**src/rtl/acc_sub_borrow.sv**
```systemverilog
module acc_sub_borrow #(
  parameter int WORD_W  = 32,
  parameter int GUARD_W = 4
) (
  input  logic                       clk,
  input  logic                       rst,
  input  logic                       exec,
  input  logic                       clr_limit,
  input  logic [WORD_W+GUARD_W-1:0]  acc_in,
  input  logic [WORD_W-1:0]          src,
  input  logic [6:0]                 flags_in,
  output logic [WORD_W+GUARD_W-1:0]  acc_q,
  output logic [6:0]                 flags_q
);
  localparam int AW = WORD_W + GUARD_W;
  localparam int FC = 0, FV = 1, FZ = 2, FN = 3, FU = 4, FE = 5, FL = 6;

  logic [AW-1:0]     src_x;
  logic [AW:0]       diff;
  logic [AW-1:0]     res;
  logic [GUARD_W:0]  ext_seg;
  logic              ovf, ext_use, unnorm, lim_next;
  logic [6:0]        flags_next;

  assign src_x   = {{GUARD_W{src[WORD_W-1]}}, src};
  assign diff    = {1'b0, acc_in} - {1'b0, src_x} - (AW+1)'(flags_in[FC]);
  assign res     = diff[AW-1:0];
  assign ovf     = (acc_in[AW-1] ^ src_x[AW-1]) & (res[AW-1] ^ acc_in[AW-1]);
  assign ext_seg = res[AW-1:WORD_W-1];
  assign ext_use = ~((&ext_seg) | ~(|ext_seg));
  assign unnorm  = res[WORD_W-1] ~^ res[WORD_W-2];
  assign lim_next = (flags_in[FL] & ~clr_limit) | ovf;

  always_comb begin
    flags_next     = '0;
    flags_next[FC] = diff[AW];
    flags_next[FV] = ovf;
    flags_next[FZ] = ~|res;
    flags_next[FN] = res[AW-1];
    flags_next[FU] = unnorm;
    flags_next[FE] = ext_use;
    flags_next[FL] = lim_next;
  end

  always_ff @(posedge clk) begin
    if (rst) begin
      acc_q   <= '0;
      flags_q <= '0;
    end else if (exec) begin
      acc_q   <= res;
      flags_q <= flags_next;
    end else if (clr_limit) begin
      flags_q[FL] <= 1'b0;
    end
  end
endmodule

```
**config.mk**
```make
export PLATFORM = sky130hd
export DESIGN_NAME = acc_sub_borrow
export DESIGN_NICKNAME = d
export VERILOG_FILES = /design/src/rtl/acc_sub_borrow.sv
export SDC_FILE = /design/constraint.sdc
export NUM_CORES = 1
export LEC_CHECK = 0
export ABC_CLOCK_PERIOD_IN_PS = 7100
export BUFFER_PORTS_ARGS = -buffer_cell sky130_fd_sc_hd__buf_2
export CAP_MARGIN = 30
export CORE_UTILIZATION = 45
export CTS_BUF_LIST = sky130_fd_sc_hd__clkbuf_16
export CTS_CLUSTER_DIAMETER = 150
export CTS_CLUSTER_SIZE = 28
export DETAILED_ROUTE_END_ITERATION = 8
export PLACE_DENSITY = 0.69
export SLEW_MARGIN = 25
export SYNTH_ARGS = -nofsm -noshare
export SYNTH_HDL_FRONTEND = slang
export SYNTH_SLANG_ARGS = --single-unit
```
**constraint.sdc**
```tcl
create_clock -name clk -period 7.1 [get_ports clk]
set_clock_uncertainty 0.05 [all_clocks]
set_input_delay 0.355 -clock clk [delete_from_list [all_inputs] [get_ports clk]]
set_output_delay 0.355 -clock clk [all_outputs]
set_load 0.02 [all_outputs]
```
* After elaboration in Yosys (flattened, before gate mapping) *
Index checks and enable logic that the tools add are counted.

word-level totals
  flip-flop bits (word level) = 43
  bits of input ports = 79

cells by class
  add/sub/neg operators = 2
  muxes and demuxes = 2
  bitwise gates (word level) = 10
  reductions and logical operators = 5

operator list
  cell                count
  $sub A36 B36 Y37    1
  $sub A37 B1 Y37     1
  $reduce_or A36 Y1   1
  $reduce_and A5 Y1   1
  $reduce_or A5 Y1    1
  $not A1 Y1          3
  $and A1 B1 Y1       2
  $mux W1             2
  $or A1 B1 Y1        2
  $reduce_bool A2 Y1  1
  $xor A1 B1 Y1       2
  $logic_not A1 Y1    1
  $xnor A1 B1 Y1      1

* Logic depth before layout (Yosys ltp) *
  word-level depth = 6
  mapped depth = 22

* Least setup slack after synthesis *
Ideal clock, no wire load.

  path kind = input -> register
  start = in src[0]
  end = reg flags_q[2]
  setup time = 69 ps
  data arrival time = 5136 ps
  required time = 6981 ps
  path slack = 1845 ps
  stages = 22
  path buffers = 0
  cells stage by stage = inv_1 fa_1 inv_1 ha_1 or2_2 fa_1 nor3b_2 o211ai_1 a21boi_2 a2111o_1 a41oi_1 a41o_1 xnor2_1 ha_1 nor2b_1 nand4_1 or4_1 or4b_1 or4_1 nor4_2 nand4_1 o21ai_1

on the way
  cells in the longest elaborated chain, start to end = 4

ends and longest elaborated chain
  what                  RTL line  RTL
  from (decl)           10        input logic [WORD_W-1:0] src,
  $sub A36 B36 Y37      26        assign diff = {1'b0, acc_in} - {1'b0, src_x} - (AW+1)'(flags_in[FC]);
  $sub A37 B1 Y37       26
  $reduce_or A36 Y1     38        flags_next[FZ] = ~|res;
  $logic_not A1 Y1      38
  to (signal assigned)  51        flags_q <= flags_next;
  to (decl)             13        output logic [6:0] flags_q

Every way passes these cells.
A chain may end at the register's enable or synchronous reset.

* Final worst setup path *
Same ends and word-level chain as after synthesis.

==> run metrics <==
XOR/XNOR Fraction of Synth Area=4.49%; setup bufs post-CTS=0; Placer Congestion=0.932; Power Total=0.00113 W; largest net degree at the start of global routing=43; Setup WS pre-CTS=1.06 ns; total negative slack=0 ns; via-per-instance ratio=5.33; Top Ports=122; crit share post-route=81.2%; Final Hold Vio Count=0; CTS tree=done; Syn Std Cell Area=0.00480 sq mm; largest family of logic cells by synthesized area=compound AO/OA/AOI/OAI gates; dominant cell type by area after synthesis=ha_1; cts hold-fix bufs=0; Rows=37; Synth Instances=649; post-synthesis adder-cell area fraction=19.4%; non-filler instance count after layout=888; Post-synth ARST share=0%; multiplexer share of the synthesized area=4.64%; Synth Register Bits=42; Die X=105 um; number of buffer cells added on primary ports=116; Initial Utilization=46.5%; CP Capture Type=register; placed cells=879; clock transition at the registers of the reported paths=0.06 ns; Peak Freq=0.174 GHz; post-synthesis compound-gate area fraction=22.3%; layout cells sized above 1=19.7%; dominant synthesized flop cell=dfxtp_1; Root Buffer=clkbuf_16; drt wl/cell=13.4 um; First DRT Iteration DRCs=259; synthesis-to-layout area growth=17.3%; post-CTS sizing=0; Nets=903; Leak=2.91 nW; CP Launch Type=primary input; Net Count, Synth=801; Synth Area in Simple Gates=20.2%; worst IR drop on VDD=122 uV; Synth area leaders=ha_1 (19%), dfxtp_1 (18%), inv_1 (9.4%), nor2_1 (4.6%), mux2i_1 (4.2%); Core Region=0.0103 sq mm; Hold Slack=0.303 ns; sequential area share after synthesis=17.5%; GRT Overall Usage=21.8%; number of flops mapped to enable cells by yosys=0; drt total wl=11900 um; die footprint=0.0111 sq mm; router iterations before antenna repair=5; Synth top cells by count=inv_1 (120), ha_1 (71), nor2_1 (59), dfxtp_1 (42), nand2_1 (41); total CTS buffers=5; MaxCap Viol Count=0; Yosys cell types=71; Die H=105 um; first-pass GRT wire length=20000 um; vias in the first global route=4370; Required @ worst endpoint=7.26 ns; Final Critical Period=5.76 ns; relative slew slack=43.7%; top cell type's share of synthesized area=18.5%; H-Tree Depth=2; GRT overflow=0; setup violators final=0; synth warn=0; clk buf depth=2; outcome=complete, no violations; cell with the most instances after synthesis=inv_1; RSZ-0062 raised after global routing=false; Worst Path Arrival=5.92 ns; Worst Slack Setup Final=1.34 ns; CP Class=primary input to register; DRC viols=0; vias post-DR=4733; hpwl dp=9770 um; PD cells=201 mW/mm^2; Least-Margin Pin Slew=0.832 ns; Clock Latency Late Sink=0.28 ns; min-delay worst type=primary input to register; Pins Over Slew Limit=0; # diodes=0; CTS sink cnt=42; antenna violations before repair=0; Synth Area per Inst=7.39 sq um; DRT antenna net count=0; Critical Path Fanout Max=5
[state kept, by name, summed over array words and instances (netlist names)]
| signal | count |
|---|---|
| flags_q | 7 |
| acc_q | 35 |
[power by group]
group | internal (W) | switching, W
Sequential | 0.000269 | 0.0000177
Combinational | 0.000244 | 0.000371
Clock | 0.000130 | 0.0000961
Total | 0.000643 | 0.000485
[cells by family (layout without fill, tap and decap cells)]
group,Yosys count,after routing
compound gates,155,155
xor+xnor,23,23
fa+ha+maj,73,73
buf+inv,143,246
flops,42,42
mux,22,22
simple gates,191,191
[critical path, cell delays in order]
cell and delay [ns]:
buf_2 0.07, inv_1 0.04, fa_1 0.55, inv_1 0.05, ha_1 0.18, or2_2 0.28, fa_1 0.43, nor3b_2 0.23
o211ai_1 0.20, a21boi_2 0.34, a2111o_1 0.24, a41oi_1 0.17, a41o_1 0.28, xnor2_1 0.26, ha_1 0.20, nor2b_1 0.13
nand4_1 0.10, or4_1 0.42, or4b_1 0.50, or4_1 0.45, nor4_2 0.14, nand4_1 0.14, o21ai_1 0.14
[cell type report]
class	instances	area [sq um]
clock buffers	5	125
clock inverters	3	21.3
fillers	1031	4700
inverters	121	454
multi-input cells	464	3410
flip-flops and latches	42	841
well taps	136	170
repair buffers	117	608
[cell usage in the layout, fill, tap and decap left out, drive strengths merged, types with 4 or more instances in the layout]
| cell type | Yosys | layout |
|---|---|---|
| xor2 | 6 | 6 |
| nor2b | 9 | 9 |
| nor3 | 16 | 16 |
| o21bai | 7 | 7 |
| nand3 | 18 | 18 |
| inv | 121 | 121 |
| or4 | 4 | 4 |
| nand4 | 8 | 8 |
| xnor2 | 16 | 16 |
| dfxtp | 42 | 42 |
| a31oi | 4 | 4 |
| nand2b | 7 | 7 |
| nand2 | 41 | 41 |
| clkbuf | 18 | 5 |
| nor2 | 59 | 59 |
| mux2i | 20 | 20 |
| o21a | 4 | 4 |
| buf | 4 | 117 |
| a21o | 17 | 17 |
| nor4 | 4 | 4 |
| a21oi | 44 | 44 |
| o21ai | 28 | 28 |
| a211oi | 14 | 14 |
| o211ai | 6 | 6 |
| and3 | 4 | 4 |
| ha | 71 | 71 |
[final timing paths]
check             slack, ns    endpoint  cells past startpoint   startpoint
hold reg to reg        0.42   acc_q[28]                      2    acc_q[28]
setup reg to reg       6.23  flags_q[0]                      2   flags_q[0]
setup / recovery       1.34  flags_q[2]                     23       src[0]
hold / removal         0.30  flags_q[6]                      3  flags_in[6]
[through the flow]
stage                     utilization (%)  area, sq um
after floorplan                         -         4800
after detailed placement             52.8         5450
final                                54.5         5630
after global placement               52.8         5450
after CTS                            54.2         5600
after global routing                 54.5         5630
[layer usage]
layer  wire length, um  global-route usage, %  share of wire (%)  up-vias
met1              5590                   29.1                 47     2139
met3               670                   3.15                5.6       13
met5                 0                      0                  0        -
met4               157                   4.73                1.3        0
li1                  -                      -                  -     2444
met2              5480                   37.0                 46      137
Power figures use the tool's default switching activity.
